<file path="src/rtl/par_cap_pkg.sv">
package par_cap_pkg;

  // Status bit of instruction slice k: slice 0 is the most significant flag.
  function automatic int im_bit(input int ctrl_w, input int sm_n, input int im_n, input int k);
    return ctrl_w + 1 + sm_n + im_n - 1 - k;
  endfunction

  // Status bit of scratch slice k: slice 0 sits just below the instruction flags.
  function automatic int sm_bit(input int ctrl_w, input int sm_n, input int k);
    return ctrl_w + 1 + sm_n - 1 - k;
  endfunction

  // Status bit of the map flag: directly above the control field.
  function automatic int map_bit(input int ctrl_w);
    return ctrl_w;
  endfunction

endpackage

</file>
<file path="src/rtl/par_slice_chk.sv">
module par_slice_chk #(
  parameter int NSLICE     = 4,
  parameter int SLICE_W    = 18,
  parameter int IDLE_CHECK = 1
) (
  input  logic                        rd,
  input  logic [NSLICE*SLICE_W-1:0]   data,
  input  logic [NSLICE-1:0]           par,
  output logic [NSLICE-1:0]           bad
);
  localparam logic GATE = (IDLE_CHECK == 0);

  logic chk_en;
  assign chk_en = rd | ~GATE;

  for (genvar k = 0; k < NSLICE; k++) begin : g_slice
    // odd parity: a slice plus its parity bit must XOR to 1
    assign bad[k] = chk_en & ~(^{data[k*SLICE_W +: SLICE_W], par[k]});
  end
endmodule

</file>
<file path="src/rtl/par_freeze_reg.sv">
module par_freeze_reg #(
  parameter int W = 4
) (
  input  logic         clk,
  input  logic         rst,
  input  logic         clr,
  input  logic [W-1:0] din,
  output logic [W-1:0] q
);
  always_ff @(posedge clk) begin
    if (rst)
      q <= '0;
    else if (clr || (q == '0))
      q <= din;
  end

  // a non-empty register holds while no clear arrives
  assert_hold_frozen_R3: assert property (@(posedge clk) disable iff (rst)
    (!clr && (q != '0)) |=> $stable(q));

  // a clear cycle captures exactly the failures presented with it
  assert_clear_captures_R6: assert property (@(posedge clk) disable iff (rst)
    clr |=> (q == $past(din)));

  // an empty register never holds bits that were not presented
  assert_empty_takes_input_R3: assert property (@(posedge clk) disable iff (rst)
    (q == '0) |=> ((q & ~$past(din)) == '0));
endmodule

</file>
<file path="src/rtl/par_cap_top.sv">
module par_cap_top #(
  parameter int SLICE_W    = 18,
  parameter int IM_SLICES  = 4,
  parameter int SM_SLICES  = 2,
  parameter int MAP_W      = 18,
  parameter int CTRL_W     = 4,
  parameter int IDLE_CHECK = 1,
  localparam int IM_W      = IM_SLICES * SLICE_W,
  localparam int SM_W      = SM_SLICES * SLICE_W,
  localparam int SG_W      = SM_SLICES + 1,
  localparam int STAT_W    = CTRL_W + SG_W + IM_SLICES
) (
  input  logic                 clk,
  input  logic                 rst,
  input  logic                 im_rd,
  input  logic [IM_W-1:0]      im_data,
  input  logic [IM_SLICES-1:0] im_par,
  input  logic                 sm_rd,
  input  logic [SM_W-1:0]      sm_data,
  input  logic [SM_SLICES-1:0] sm_par,
  input  logic                 map_rd,
  input  logic [MAP_W-1:0]     map_data,
  input  logic                 map_par,
  input  logic                 ld,
  input  logic [CTRL_W-1:0]    ld_ctrl,
  output logic [STAT_W-1:0]    stat_word,
  output logic                 any_err
);
  import par_cap_pkg::*;

  logic [IM_SLICES-1:0] im_bad, im_q;
  logic [SM_SLICES-1:0] sm_bad;
  logic                 map_bad;
  logic [SG_W-1:0]      sg_bad, sg_q;
  logic [CTRL_W-1:0]    ctrl_q;

  par_slice_chk #(.NSLICE(IM_SLICES), .SLICE_W(SLICE_W), .IDLE_CHECK(IDLE_CHECK)) u_im_chk (
    .rd(im_rd), .data(im_data), .par(im_par), .bad(im_bad));

  par_slice_chk #(.NSLICE(SM_SLICES), .SLICE_W(SLICE_W), .IDLE_CHECK(IDLE_CHECK)) u_sm_chk (
    .rd(sm_rd), .data(sm_data), .par(sm_par), .bad(sm_bad));

  par_slice_chk #(.NSLICE(1), .SLICE_W(MAP_W), .IDLE_CHECK(IDLE_CHECK)) u_map_chk (
    .rd(map_rd), .data(map_data), .par(map_par), .bad(map_bad));

  // scratch group: scratch slices in the low bits, map flag on top
  assign sg_bad = {map_bad, sm_bad};

  par_freeze_reg #(.W(IM_SLICES)) u_im_reg (
    .clk(clk), .rst(rst), .clr(ld), .din(im_bad), .q(im_q));

  par_freeze_reg #(.W(SG_W)) u_sg_reg (
    .clk(clk), .rst(rst), .clr(ld), .din(sg_bad), .q(sg_q));

  always_ff @(posedge clk) begin
    if (rst)
      ctrl_q <= '0;
    else if (ld)
      ctrl_q <= ld_ctrl;
  end

  // status word assembly: every bit comes straight from a flop
  assign stat_word[CTRL_W-1:0]      = ctrl_q;
  assign stat_word[map_bit(CTRL_W)] = sg_q[SM_SLICES];
  for (genvar k = 0; k < SM_SLICES; k++) begin : g_sm_map
    assign stat_word[sm_bit(CTRL_W, SM_SLICES, k)] = sg_q[k];
  end
  for (genvar k = 0; k < IM_SLICES; k++) begin : g_im_map
    assign stat_word[im_bit(CTRL_W, SM_SLICES, IM_SLICES, k)] = im_q[k];
  end

  assign any_err = (|im_q) | (|sg_q);

  // a load writes the control field
  assert_ctrl_load_R5: assert property (@(posedge clk) disable iff (rst)
    ld |=> (stat_word[CTRL_W-1:0] == $past(ld_ctrl)));

  // without a load the control field is kept
  assert_ctrl_keep_R5: assert property (@(posedge clk) disable iff (rst)
    !ld |=> $stable(stat_word[CTRL_W-1:0]));

  // summary matches the error flags of the status word
  assert_summary_R9: assert property (@(posedge clk) disable iff (rst)
    any_err == (stat_word[STAT_W-1:CTRL_W] != '0));

  // a frozen instruction register does not stop scratch capture
  assert_group_indep_R4: assert property (@(posedge clk) disable iff (rst)
    ((im_q != '0) && (sg_q == '0) && !ld) |=> (sg_q == $past(sg_bad)));
endmodule

</file>
<file path="config.mk">
export PLATFORM = sky130hd
export DESIGN_NAME = par_cap_top
export DESIGN_NICKNAME = d
export VERILOG_FILES = /design/src/rtl/par_cap_pkg.sv /design/src/rtl/par_slice_chk.sv /design/src/rtl/par_freeze_reg.sv /design/src/rtl/par_cap_top.sv
export SDC_FILE = /design/constraint.sdc
export NUM_CORES = 1
export LEC_CHECK = 0
export ABC_AREA = 1
export CORE_MARGIN = 3
export CORE_UTILIZATION = 28
export CTS_BUF_LIST = sky130_fd_sc_hd__clkbuf_16
export DETAILED_ROUTE_END_ITERATION = 7
export PLACE_DENSITY_LB_ADDON = 0.1
export SLEW_MARGIN = 10
export SYNTH_ARGS = -nofsm -noshare
export SYNTH_HDL_FRONTEND = slang
export SYNTH_SLANG_ARGS = --single-unit
</file>
<file path="constraint.sdc">
create_clock -name clk -period 2.3 [get_ports clk]
set_input_delay 0.345 -clock clk [delete_from_list [all_inputs] [get_ports clk]]
set_output_delay 0.345 -clock clk [all_outputs]
set_load 0.02 [all_outputs]
</file>
After elaboration in Yosys (flattened, before gate mapping)
Index checks and enable logic that the tools add are counted.

operators by class
  reductions and logical operators = 13
  bitwise logic cells = 8

operators with widths
  kind                number
  19-bit parity       7
  1-bit inverter      7
  4-bit zero test     1
  4-bit OR reduction  1
  3-bit zero test     1
  3-bit OR reduction  1
  1-bit logical OR    2
  1-bit OR            1

storage, ports and cells
  register bits after elaboration = 11
  output and inout port bits = 12

Logic depth before layout (Yosys ltp)
  depth in word-level cells = 2
  depth in mapped cells = 13
  gate-level depth less buffers = 13

Modules after synthesis
From an unflattened synthesis, not the netlist that was laid out.

second synthesis, totals
  cell total of the unflattened synthesis = 730
  area, all modules = 3407.0 um2

modules (own cells, without submodules)
  module                      area each (um2)  instances  cells each
  par_slice_chk at u_im_chk   1634.1           1          371
  par_slice_chk at u_sm_chk   760.7            1          163
  par_slice_chk at u_map_chk  485.5            1          114
  par_freeze_reg at u_im_reg  187.7            1          29
  par_cap_top                 182.7            1          30
  par_freeze_reg at u_sg_reg  156.4            1          23

Least setup slack after synthesis
No wires, ideal clock.

  path kind = reg2reg
  start = register u_im_reg.q[0]
  end = register u_im_reg.q[2]
  cell stages (with the launch flop) = 6
  arrival time = 1125 ps
  path slack = 1058 ps
  path buffers = 1
  required time = 2183 ps
  cells stage by stage = dfxtp_1 nor4_1 or2_2 buf_2 o21ai_0 nor2_1

on the way
  cells in the longest elaborated chain, start to end = 2

RTL lines
  item                    RTL line              source
  start, declared         par_freeze_reg.sv:8   output logic [W-1:0] q
  start signal, assigned  par_freeze_reg.sv:14  q <= din;
  4-bit zero test         par_freeze_reg.sv:13  else if (clr || (q == '0))
  1-bit logical OR        par_freeze_reg.sv:13

Every way passes these cells.
A chain may end at the register's enable or synchronous reset.

Worst setup path after layout
  start = register u_im_reg.q[0]
  end = output port any_err

on the way
  cells in the longest elaborated chain, start to end = 2

RTL lines
  item                RTL line           source
  4-bit OR reduction  par_cap_top.sv:72  assign any_err = (|im_q) | (|sg_q);
  1-bit OR            par_cap_top.sv:72
  end, declared       par_cap_top.sv:27  output logic any_err

Every way passes these cells.

==> key figures <==
Outcome
  • Status: finished clean

Placement
  • Port Buffers: 151
  • Global placement routability congestion: 0.734
  • Post-detail-place hpwl: 5790 um

Finish
  • Share of cells above drive strength 1: 0.0281
  • Register area: 220 um2
  • ANT cells: 0
  • Multi-input combinational cell area: 1900 um2
  • FILL cells: 844
  • Synth-to-Final Area Change: 71.8%
  • Nets: 749

Worst setup path
  • Critical path, cell by cell: nor4_1 > nand2_1 > clkdlybuf4s50_1
  • Critical Path Source: u_im_reg.q[0]$_SDFFE_PP0P_
  • Crit path DAT: 1.54 ns
  • Worst stage delay on the critical path: 0.57 ns
  • Setup Crit Path Kind: reg -> out
  • Levels on crit path: 3
  • Critical path's top delay family: buffers and inverters
  • Slowest CP cell: clkdlybuf4s50_1
  • Critical path peak fanout: 3
  • WP buf/inv: 1
  • Worst R2R End: u_im_reg.q[0]$_SDFFE_PP0P_
  • CP startpoint kind: flop
  • Worst reg-to-reg setup slack: 1.06 ns
  • R2R Path Start: u_im_reg.q[0]$_SDFFE_PP0P_
  • Worst Setup EP: any_err
  • Req. time, crit path: 1.96 ns
  • Reg2reg path depth: 4
  • Critical Path End Type: output pin

Floorplan
  • Die area: 9680 um2
  • Core Box Area: 8260 um2
  • Initial core utilization: 0.290
  • I/O Pins: 155
  • FP Rows: 33
  • Die width: 98.4 um
  • Chip Height: 98.4 um

Synthesis
  • Post-Synth XOR/XNOR Area: 0.292
  • Compound-gate portion of the synthesized area: 0.0272
  • Largest family of logic cells by synthesized area: simple AND/OR/NAND/NOR gates
  • Post-synth EDFFs: 0
  • Yosys reg bits: 11
  • Synthesized Nets: 594
  • Syn Inst Count: 451
  • Post-synth ARST share: 0
  • Seq/Total Area, Yosys: 0.0921
  • Post-Synth Simple-Gate Area: 0.475
  • Synth Flop Type: dfxtp_1
  • Post-synthesis mux area share: 0
  • Share of the synthesized area in the top cell type: 0.338
  • Leading area contributor after synthesis: nand2_1
  • Cell Area, Synth: 2390 um2
  • Syn Area/Cell: 5.30 um2
  • Most frequent cell after synthesis: nand2_1
  • Top post-synthesis cells by count: nand2_1 (215), inv_1 (69), xnor2_1 (44)
  • Post-Synth Adder-Cell Area: 0
  • Top post-synthesis cells by area: nand2_1 (34%), xnor2_1 (16%), xor2_1 (12%)
  • Syn. warnings: 0
  • Yosys cell types: 19

Timing
  • Fin Hold WS: 0.480 ns
  • Final setup viols: 0
  • Final hold vios: 0
  • Worst slew margin: 0.794
  • Worst slew pin tran: 0.306 ns
  • Fin crit period: 1.89 ns
  • RSZ-0062 raised after global routing: false
  • Setup Skew: 0.000442 ns
  • Max-slew violation count: 0
  • Post-Route Setup TNS: 0 ns
  • Final Cycle Share: 0.821
  • Peak Freq: 0.530 GHz

Clocking
  • CTS tree: done
  • H-tree levels: 1
  • Cts-stage hold buffer count: 0
  • CTS max path bufs: 2
  • Total CTS buffers: 3
  • Worst-path clk slew: 0.04 ns
  • Buffers inserted by post-CTS timing repair: 0
  • CTS sink cnt: 11
  • Root Driver: clkbuf_16
  • Worst-Skew Late Latency: 0.23 ns
  • Cts repair resizes: 0

Drt
  • WL/cell: 8.74 um
  • DRT iter0 DRCs: 81
  • Total number of vias: 2949
  • First-pass detailed-route iteration total: 4
  • DRC viols: 0
  • Via/cell ratio: 4.15
  • Final wirelength: 6210 um
  • Routed Antenna Nets: 0

Global routing
  • Gr usage total: 0.120
  • Largest net degree at the start of global routing: 10
  • Initial antenna violation count: 0
  • Vias in the first global route: 2566
  • First-pass GRT wire length: 9990 um
  • Grt ovf: 0

Power
  • Clock share of power: 0.193
  • Lkg Pwr: 2.12 nW
  • Sequential share of power: 0.161
  • Gate power share: 0.646
  • Maximum VDD drop: 221 uV
  • Switch share: 0.370
  • Sw power: 585 uW
  • Pwr dens: 384 nW/um2
  • Int Power: 994 uW

Job
  • Max Cap Viol: 0

Hold path
  • Worst hold path type: reg -> reg
-- how the worst min path moves through the flow --
| stage | startpoint | to | slack [ns] | cells past startpoint |
|---|---|---|---|---|
| floorplan | rst | u_im_reg.q[0]$_SDFFE_PP0P_ | 0.41 | 1 |
| CTS | u_sg_reg.q[2]$_SDFFE_PP0P_ | u_sg_reg.q[2]$_SDFFE_PP0P_ | 0.48 | 2 |
| global route | u_sg_reg.q[2]$_SDFFE_PP0P_ | u_sg_reg.q[2]$_SDFFE_PP0P_ | 0.51 | 2 |
| detailed placement | u_sg_reg.q[2]$_SDFFE_PP0P_ | u_sg_reg.q[2]$_SDFFE_PP0P_ | 0.47 | 2 |
| finish | u_sg_reg.q[2]$_SDFFE_PP0P_ | u_sg_reg.q[2]$_SDFFE_PP0P_ | 0.48 | 2 |
| global placement | u_sg_reg.q[2]$_SDFFE_PP0P_ | u_sg_reg.q[2]$_SDFFE_PP0P_ | 0.47 | 2 |
-- cells by family after synthesis --
logic type | Yosys count
flops | 11
simple gates | 277
xor+xnor | 78
compound gates | 13
buf+inv | 72
-- registers in the layout, summed over array words and instances (netlist names) --
signal	flops
ctrl_q	4
u_im_reg.q	4
u_sg_reg.q	3
-- area by class of cell --
cell class / count / share of cell area
clock buffer: 3 / 0.0183
sequential: 11 / 0.0536
tap: 105 / 0.0320
multi-input combinational: 368 / 0.462
timing repair buffer: 151 / 0.368
clock inverter: 1 / 0.000914
inverter: 71 / 0.0649
-- routing by layer --
metal	GRT usage	routed length, um	vias up
met5	0	0	-
met3	0.0375	559	2
met2	0.233	3180	80
li1	-	-	1651
met1	0.129	2450	1216
met4	0.0158	19	0
-- metrics by stage --
| stage | util | cell area (um2) | worst slack (ns) | std cells | total power [mW] |
|---|---|---|---|---|---|
| floorplan | - | 2390 | 1.06 | 451 | 0.830 |
| global placement | 0.488 | 4030 | 0.557 | 706 | 1.28 |
| detailed placement | 0.488 | 4030 | 0.531 | 706 | 1.30 |
| CTS | 0.497 | 4110 | 0.379 | 710 | 1.61 |
| global route | 0.497 | 4110 | 0.275 | 710 | 1.74 |
| finish | 0.497 | 4110 | 0.412 | 710 | 1.58 |
-- power by group through the flow --
| stage | clock [mW] | combinational (mW) | sequential [mW] |
|---|---|---|---|
| 2_1_floorplan | 0 | 0.530 | 0.300 |
| 3_5_place_dp | 0 | 1.04 | 0.258 |
| 3_3_place_gp | 0 | 1.02 | 0.257 |
| 6_report | 0.305 | 1.02 | 0.254 |
| 5_1_grt | 0.325 | 1.15 | 0.260 |
| 4_1_cts | 0.318 | 1.04 | 0.255 |
-- worst reg2reg max path, stage by stage (launching register included) --
cell,delay [ns]
dfxtp_1,0.32
nor4_1,0.34
or2_2,0.26
nand3_1,0.13
a21oi_1,0.13
-- placed cells by master, fill, tap and decap left out, drive strengths merged --
| master | Yosys | routed |
|---|---|---|
| clkdlybuf4s50 | 0 | 151 |
| nand3 | 34 | 34 |
| clkbuf | 0 | 3 |
| nor4 | 1 | 1 |
| a21oi | 7 | 7 |
| o21ai | 6 | 6 |
| nor2 | 14 | 14 |
| or2 | 2 | 2 |
| clkinv | 1 | 1 |
| inv | 70 | 71 |
| xor2 | 32 | 32 |
| nand2 | 221 | 221 |
| xnor2 | 46 | 46 |
| nor3 | 1 | 1 |
| dfxtp | 11 | 11 |
| nand3b | 4 | 4 |
Note: power is estimated with default switching activity, not from simulation.
